**src/rtl/dwt3_pkg.sv**
```systemverilog
package dwt3_pkg;

  localparam int TAPS   = 6;
  localparam int LEVELS = 3;
  localparam int COEF_W = 8;

  typedef enum logic {ST_IDLE = 1'b0, ST_OUT = 1'b1} seq_state_e;

  // band 0: high-pass (detail), band 1: low-pass (approximation)
  function automatic logic signed [COEF_W-1:0] tap_coef(input logic band, input int k);
    logic signed [COEF_W-1:0] c;
    c = '0;
    if (band) begin
      case (k)
        0: c = 8'sd1;
        1: c = -8'sd2;
        2: c = -8'sd3;
        3: c = 8'sd11;
        4: c = 8'sd20;
        default: c = 8'sd8;
      endcase
    end else begin
      case (k)
        0: c = -8'sd8;
        1: c = 8'sd20;
        2: c = -8'sd11;
        3: c = -8'sd3;
        4: c = 8'sd2;
        default: c = 8'sd1;
      endcase
    end
    return c;
  endfunction

endpackage

```
**src/rtl/dwt3_hist.sv**
```systemverilog
module dwt3_hist
  import dwt3_pkg::*;
#(
  parameter int W     = 31,
  parameter int DEPTH = TAPS
) (
  input  logic                        clk,
  input  logic                        rst_n,
  input  logic                        push,
  input  logic [W-1:0]                din,
  output logic [DEPTH-1:0][W-1:0]     taps
);

  // taps[0] is the newest sample of this octave's input stream
  always_ff @(posedge clk or negedge rst_n) begin
    if (!rst_n) begin
      taps <= '0;
    end else if (push) begin
      taps[0] <= din;
      for (int i = 1; i < DEPTH; i++) begin
        taps[i] <= taps[i-1];
      end
    end
  end

endmodule

```
**src/rtl/dwt3_mac.sv**
```systemverilog
module dwt3_mac
  import dwt3_pkg::*;
#(
  parameter int W = 31
) (
  input  logic [TAPS-1:0][W-1:0] taps,
  input  logic                   band,
  output logic [W-1:0]           y
);

  logic signed [W-1:0] cext [TAPS];

  genvar gk;
  generate
    for (gk = 0; gk < TAPS; gk++) begin : g_coef
      assign cext[gk] = W'(tap_coef(band, gk));
    end
  endgenerate

  // guard bits in W keep every partial sum in range
  always_comb begin
    logic signed [W-1:0] acc;
    acc = '0;
    for (int k = 0; k < TAPS; k++) begin
      acc = acc + $signed(taps[k]) * cext[k];
    end
    y = acc;
  end

endmodule

```
**src/rtl/dwt3_seq.sv**
```systemverilog
module dwt3_seq
  import dwt3_pkg::*;
(
  input  logic              clk,
  input  logic              rst_n,
  input  logic              in_valid,
  input  logic              out_ready,
  output logic              in_ready,
  output logic              out_valid,
  output logic [1:0]        lvl,
  output logic              band,
  output logic [LEVELS-1:0] push
);

  seq_state_e        st_q, st_d;
  logic [1:0]        lvl_d;
  logic              band_d;
  logic [LEVELS-1:0] ph_q;   // 0: next input of that octave triggers a result

  assign in_ready  = (st_q == ST_IDLE);
  assign out_valid = (st_q == ST_OUT);

  always_comb begin
    st_d   = st_q;
    lvl_d  = lvl;
    band_d = band;
    push   = '0;
    case (st_q)
      ST_IDLE: begin
        if (in_valid) begin
          push[0] = 1'b1;
          if (!ph_q[0]) begin
            st_d   = ST_OUT;
            lvl_d  = 2'd0;
            band_d = 1'b0;
          end
        end
      end
      default: begin
        if (out_ready) begin
          if (!band) begin
            band_d = 1'b1;
          end else begin
            st_d = ST_IDLE;
            case (lvl)
              2'd0: begin
                push[1] = 1'b1;
                if (!ph_q[1]) begin
                  st_d   = ST_OUT;
                  lvl_d  = 2'd1;
                  band_d = 1'b0;
                end
              end
              2'd1: begin
                push[2] = 1'b1;
                if (!ph_q[2]) begin
                  st_d   = ST_OUT;
                  lvl_d  = 2'd2;
                  band_d = 1'b0;
                end
              end
              default: st_d = ST_IDLE;
            endcase
          end
        end
      end
    endcase
  end

  always_ff @(posedge clk or negedge rst_n) begin
    if (!rst_n) begin
      st_q <= ST_IDLE;
      lvl  <= '0;
      band <= 1'b0;
      ph_q <= '0;
    end else begin
      st_q <= st_d;
      lvl  <= lvl_d;
      band <= band_d;
      ph_q <= ph_q ^ push;
    end
  end

endmodule

```
**src/rtl/pyr_dwt3.sv**
```systemverilog
module pyr_dwt3
  import dwt3_pkg::*;
#(
  parameter int DATA_W  = 13,
  parameter int GUARD_W = 6
) (
  input  logic                              clk,
  input  logic                              rst_n,
  input  logic                              in_valid,
  output logic                              in_ready,
  input  logic [DATA_W-1:0]                 in_data,
  output logic                              out_valid,
  input  logic                              out_ready,
  output logic [DATA_W+LEVELS*GUARD_W-1:0]  out_data,
  output logic [1:0]                        out_octave,
  output logic                              out_band
);

  localparam int ACC_W = DATA_W + LEVELS * GUARD_W;

  logic [1:0]                  lvl;
  logic                        band;
  logic [LEVELS-1:0]           push;
  logic [ACC_W-1:0]            mac_y;
  logic [ACC_W-1:0]            hist_din [LEVELS];
  logic [TAPS-1:0][ACC_W-1:0]  hist_taps [LEVELS];
  logic [TAPS-1:0][ACC_W-1:0]  sel_taps;

  dwt3_seq u_seq (
    .clk       (clk),
    .rst_n     (rst_n),
    .in_valid  (in_valid),
    .out_ready (out_ready),
    .in_ready  (in_ready),
    .out_valid (out_valid),
    .lvl       (lvl),
    .band      (band),
    .push      (push)
  );

  genvar gl;
  generate
    for (gl = 0; gl < LEVELS; gl++) begin : g_lvl
      if (gl == 0) begin : g_raw
        assign hist_din[gl] = {{(ACC_W-DATA_W){in_data[DATA_W-1]}}, in_data};
      end else begin : g_casc
        // fed by the previous octave's approximation while it is handed out
        assign hist_din[gl] = mac_y;
      end
      dwt3_hist #(.W(ACC_W), .DEPTH(TAPS)) u_hist (
        .clk   (clk),
        .rst_n (rst_n),
        .push  (push[gl]),
        .din   (hist_din[gl]),
        .taps  (hist_taps[gl])
      );
    end
  endgenerate

  always_comb begin
    case (lvl)
      2'd1:    sel_taps = hist_taps[1];
      2'd2:    sel_taps = hist_taps[2];
      default: sel_taps = hist_taps[0];
    endcase
  end

  dwt3_mac #(.W(ACC_W)) u_mac (
    .taps (sel_taps),
    .band (band),
    .y    (mac_y)
  );

  assign out_data   = mac_y;
  assign out_octave = lvl + 2'd1;
  assign out_band   = band;

endmodule

```
**config.mk**
```make
export PLATFORM = sky130hd
export DESIGN_NAME = pyr_dwt3
export DESIGN_NICKNAME = d
export VERILOG_FILES = /design/src/rtl/dwt3_pkg.sv /design/src/rtl/dwt3_hist.sv /design/src/rtl/dwt3_mac.sv /design/src/rtl/dwt3_seq.sv /design/src/rtl/pyr_dwt3.sv
export SDC_FILE = /design/constraint.sdc
export NUM_CORES = 2
export LEC_CHECK = 0
export BUFFER_PORTS_ARGS = -buffer_cell sky130_fd_sc_hd__buf_4
export CAP_MARGIN = 20
export CELL_PAD_IN_SITES_DETAIL_PLACEMENT = 1
export CELL_PAD_IN_SITES_GLOBAL_PLACEMENT = 2
export CORE_ASPECT_RATIO = 1.5
export CORE_UTILIZATION = 46
export CTS_BUF_LIST = sky130_fd_sc_hd__clkbuf_8
export DETAILED_ROUTE_END_ITERATION = 16
export GPL_TIMING_DRIVEN = 0
export PLACE_DENSITY_LB_ADDON = 0.25
export SLEW_MARGIN = 40
export SYNTH_ARGS = -nofsm -noshare
export SYNTH_HDL_FRONTEND = slang
export SYNTH_SLANG_ARGS = --single-unit
```
**constraint.sdc**
```tcl
create_clock -name clk -period 20.9 [get_ports clk]
set_input_delay 2.09 -clock clk [delete_from_list [all_inputs] [get_ports clk]]
set_output_delay 2.09 -clock clk [all_outputs]
set_load 0.005 [all_outputs]
```
======== Word level (Yosys, flattened, before mapping) ========
Index checks and enable logic that the tools add are counted.
Widths: inputs -> output; s select.
cells by class
  multiply operators ...................... 6
  reductions and logical operators ........ 4
  mux-type cells .......................... 38
  eq/ne operators ......................... 8
  bitwise gates (word level) .............. 2
  add/subtract/negate cells ............... 6
operators with widths
  operator             count
  $pmux 186 s2         1
  $add 31x31->31       5
  $mul 31x8->31        3
  $mul 31x5->31        2
  $mul 31x6->31        1
  $mux 8               3
  $mux 2               10
  $mux 1               18
  $ne 3x3->1 const B   3
  $mux 4               2
  $reduce_and 7->1     1
  $mux 5               1
  $ne 2x1->1 const B   2
  $pmux 1 s2           2
  $pmux 2 s2           1
  $reduce_and 3->1     1
  $xor 3x3->3          1
  $add 2x1->2 const B  1
  $eq 2x1->1 const B   1
  $eq 2x2->1 const B   1
  $logic_not 2->1      1
  $ne 2x2->1 const B   1
  $reduce_bool 2->1    1
  $not 1->1            1
word-level totals
  flip-flop bits (word level) ............. 457
  word-level logic and storage cells ...... 86
  output and inout port bits .............. 36
  input port bits ......................... 17

======== Longest topological paths before layout ========
  depth after elaboration ................. 8
  depth in mapped cells ................... 39
  depth with buffers taken out ............ 34

======== Cells and area by module ========
A second synthesis with hierarchy kept.
unflattened totals
  cell total of the unflattened synthesis .. 4431
  area total of the unflattened synthesis .. 50726.2 µm²
modules (own cells, without submodules)
  module     cells an instance  area an instance (µm²)  instances  sequential area each (µm²)
  dwt3_mac   2573               24118.1                 1          0.0
  dwt3_hist  393                7485.9                  3          4654.5
  pyr_dwt3   646                3807.4                  1          0.0
  dwt3_seq   33                 342.8                   1          175.2

======== Worst setup path after synthesis ========
OpenSTA, ideal clock, no wires.
  path type ............................... register to output
  start ................................... register u_seq.lvl[0]
  end ..................................... output out_data[30]
  buffers on the path ..................... 6
  arrival time ............................ 8.758 ns
  required time ........................... 18.810 ns
  cell stages (with the launch flop) ...... 37
  path slack .............................. 10.052 ns
  path through ............................ dfrtp_1 inv_1 ha_1 buf_6 buf_6 buf_2 buf_1 buf_1 clkbuf_1 nor2_1 a21oi_1 nand2_1 fa_1 inv_1 fa_1 inv_1 fa_1 inv_1 fa_1 inv_1 fa_1 inv_1 fa_1 fa_1 inv_1 fa_1 inv_1 ha_1 a21o_1 a21o_1 a21oi_1 o21ai_0 a221o_1 o2111ai_1 a31oi_1 xor2_1 inv_1
on the way
  word-level cells in the longest chain between the ends .. 8
  elaborated cells between the ends (all ways) .. 14
  classes of those cells .................. add/sub (5); mul (6); eq/ne (2); mux (1)
RTL lines
  element                                   line            RTL
  start, declared                           dwt3_seq.sv:10  output logic [1:0] lvl,
  start signal, assigned                    dwt3_seq.sv:78  lvl <= lvl_d;
  $eq 2x2->1 or $eq 2x1->1 (tied branches)  pyr_dwt3.sv:61  case (lvl)
  $pmux 186 s2 (*)                          pyr_dwt3.sv:61
  $mul 31x8->31                             dwt3_mac.sv:25  acc = acc + $signed(taps[k]) * cext[k];
  $add 31x31->31 (4 in a row)               dwt3_mac.sv:25
  $add 31x31->31 (*)                        dwt3_mac.sv:25
  end, declared                             pyr_dwt3.sv:14  output logic [DATA_W+LEVELS*GUARD_W-1:0] out_data,
Every way passes the cells marked *; elsewhere a longest branch is shown, timed or not.

======== Final worst setup path ========
  start ................................... register u_seq.lvl[1]
  end ..................................... output out_data[30]
Same word-level chain as after synthesis.

==> metrics.md <==
| Metric | Value |
|---|---|
| DR vias | `35600` |
| Htree depth | `3` |
| TritonCTS Buffers | `78` |
| Clock latency on the worst-skew pair | `0.71 ns` |
| Skew final | `0.0364 ns` |
| Initial DRC count | `2665` |
| Clock Tree Buf Depth | `3` |
| Synth cell types | `60` |
| Status | `complete, no violations` |
| Die width | `254 µm` |
| Ports | `53` |
| Critical path's slowest cell | `buf_1` |
| Final Max Tran Viols | `0` |
| R2r worst-path depth | `33` |
| Post-CTS Hold Buffers | `0` |
| Drt wl/cell | `29.2 µm` |
| Max Cap Viol | `0` |
| Initial cell density of the core | `46.4%` |
| Setup crit end kind | `primary output` |
| FF-to-FF End | `g_lvl[2].u_hist.taps[30]$_DFFE_PN0P_` |
| Final nets | `6052` |
| Top cell by count, worst path | `fa_1` |
| Final setup fails | `0` |
| Gpl congestion | `0.987` |
| RSZ-0062 raised after global routing | `no` |
| Most frequent cells in the layout | `1388 x nand2_1, 988 x inv_1, 677 x fa_1` |
| Max Clock Freq | `64.7 MHz` |
| CTS root buf | `clkbuf_8` |
| Synth area leaders | `fa_1 31%, dfrtp_1 26%, nand2_1 12%` |
| Post-CTS Resized | `0` |
| Final HPWL DP | `157000 µm` |
| Chip Height | `380 µm` |
| Hold Violations, Final | `0` |
| Final TNS setup | `0 ns` |
| Post-route minimum period | `15.45 ns` |
| Seq/Total Area, Yosys | `26.1%` |
| Reg2reg start | `u_seq.lvl[1]$_DFFE_PN0P_` |
| Crit. Startpoint | `u_seq.lvl[1]$_DFFE_PN0P_` |
| Slew @ Worst Pin | `1.00 ns` |
| Fill cell count | `11300` |
| Clock transition at path regs | `0.06 ns` |
| Crit Path Max Fanout | `10` |
| Kind of critical path | `flop to primary output` |
| Slew HR | `33.3%` |
| CP Data Required Time | `18.81 ns` |
| Dominant synthesized flop cell | `dfrtp_1` |
| Rows | `138` |
| Startpoint types | `flop` |
| Vias in the first global route | `39700` |
| Critical Path End | `out_data[30]` |
| Post-synth ARST share | `100%` |
| Post-CTS Repair Setup Buffers | `0` |
| Hold WC Path Type | `flop to flop` |
| Cells after synthesis | `4924` |
| Post-synth EDFFs | `0` |
| Crit-path max cell delay | `0.66 ns` |
| DRT Pass-1 Iters | `6` |
| Reg-to-reg slack, setup | `8.18 ns` |
| Port bufs | `52` |
| Share of layout cells above drive strength 1 | `6.52%` |
| Final hold slack | `0.472 ns` |
| DR vias/cell | `5.54` |
| Post-route ant nets | `0` |
| CTS tree | `done` |
| Die Area | `96400 µm²` |
| Total GRT Usage | `40.4%` |
| Worst Path Arrival | `13.36 ns` |
| CORE AREA | `94300 µm²` |
| Fin crit share | `73.9%` |
| Mapped Area | `43800 µm²` |
| Syn Area/Cell | `8.89 µm²` |
| Yosys warns | `0` |
| First-pass GRT wire length | `271000 µm` |
| Grt total ovfl | `0` |
| Synth area leader | `fa_1` |
| Sink Count | `457` |
| Synth Register Bits | `457` |
| Yosys top cell area share | `31.0%` |
| Initial antenna violation count | `8` |
| Pin count of the biggest net entering global routing | `73` |
| Routed WL | `188000 µm` |
| Area growth, synth to finish | `9.74%` |
| Most common cell after layout, fill and taps aside | `nand2_1` |
| # DRC | `0` |
==> worst max-delay path, delay by kind of cell (launching register included) <==
kind	cells	cell delay, ns
AO/OA/AOI/OAI	6	1.88
XOR/XNOR	1	0.65
adder cells (fa/ha/maj)	10	4.85
buffers and inverters	13	3.47
flip-flops	1	0.40
AND/OR/NAND/NOR	4	1.38
==> flip-flops by register name (all words and copies together), names as in the netlist <==
name               cells
g_lvl.u_hist.taps    450
u_seq.ph_q             3
u_seq.lvl              2
u_seq.band             1
u_seq.out_valid        1
==> routing by layer <==
layer  up-vias  global-route usage [%]  wire (µm)
met4         2                    44.6      26700
met1     18600                    41.6      60800
met5         -                       0         17
met3       644                    5.69       9310
met2      1271                    66.8      91300
li1      15100                       -          -
==> how the worst min path moves through the flow <==
stage,from,endpoint,slack (ns),depth (start not counted)
after floorplan,g_lvl[1].u_hist.taps[154]$_DFFE_PN0P_,g_lvl[1].u_hist.taps[185]$_DFFE_PN0P_,0.44,2
after global placement,g_lvl[2].u_hist.taps[154]$_DFFE_PN0P_,g_lvl[2].u_hist.taps[185]$_DFFE_PN0P_,0.45,2
after detailed placement,g_lvl[1].u_hist.taps[169]$_DFFE_PN0P_,g_lvl[1].u_hist.taps[169]$_DFFE_PN0P_,0.46,2
after CTS,g_lvl[2].u_hist.taps[61]$_DFFE_PN0P_,g_lvl[2].u_hist.taps[92]$_DFFE_PN0P_,0.48,2
after global routing,g_lvl[2].u_hist.taps[183]$_DFFE_PN0P_,g_lvl[2].u_hist.taps[183]$_DFFE_PN0P_,0.49,2
final,g_lvl[2].u_hist.taps[154]$_DFFE_PN0P_,g_lvl[2].u_hist.taps[154]$_DFFE_PN0P_,0.47,2
==> area by class of cell <==
cell class / instances / area [µm²] / share of cell area [%]
multi-input cells: 3333 / 28300 / 59.0
flip-flops and latches: 457 / 11400 / 23.8
inverters: 966 / 3630 / 7.55
well taps: 1260 / 1580 / 3.28
clock buffers: 97 / 1340 / 2.78
plain buffers: 221 / 945 / 1.97
repair buffers: 62 / 621 / 1.29
clock inverters: 33 / 149 / 0.310
diodes: 1 / 2.50 / 0.00521
==> through the flow <==
step | util [%] | cells | setup slack [ns] | area, µm²
finish | 50.9 | 6430 | 5.45 | 48000
global route | 50.9 | 6430 | 5.31 | 48000
detailed placement | 49.3 | 6297 | 6.36 | 46500
CTS | 50.9 | 6427 | 5.60 | 48000
global placement | 48.7 | 6289 | 5.50 | 45900
floorplan | - | 4977 | 10.05 | 44000
==> cells by family (layout without fill, tap and decap cells) <==
family	count (synthesis)	count (layout)	synth area share (%)
AND/OR/NAND/NOR	1691	1691	15.1
multiplexers	8	8	0.186
flip-flops	457	457	26.1
adder cells (fa/ha/maj)	919	919	37.9
buffers and inverters	1187	1379	10.3
other	2	56	0.0172
AO/OA/AOI/OAI	565	565	8.41
XOR/XNOR	95	95	2.00
==> Yosys cell counts, types with 35 or more instances <==
library cell  count
nand2_1        1388
fa_1            677
dfrtp_1         457
a21oi_1         160
a21o_1           50
xnor2_1          69
a31oi_1          40
nor2_1          209
ha_1            239
clkbuf_1        155
inv_1           965
and2_1           35
a22oi_1         156
buf_1            50
o21ai_0          74
Power is left out: the tool's default activity adds up to more than one toggle a clock period on the data nets, which glitch-free logic cannot reach.
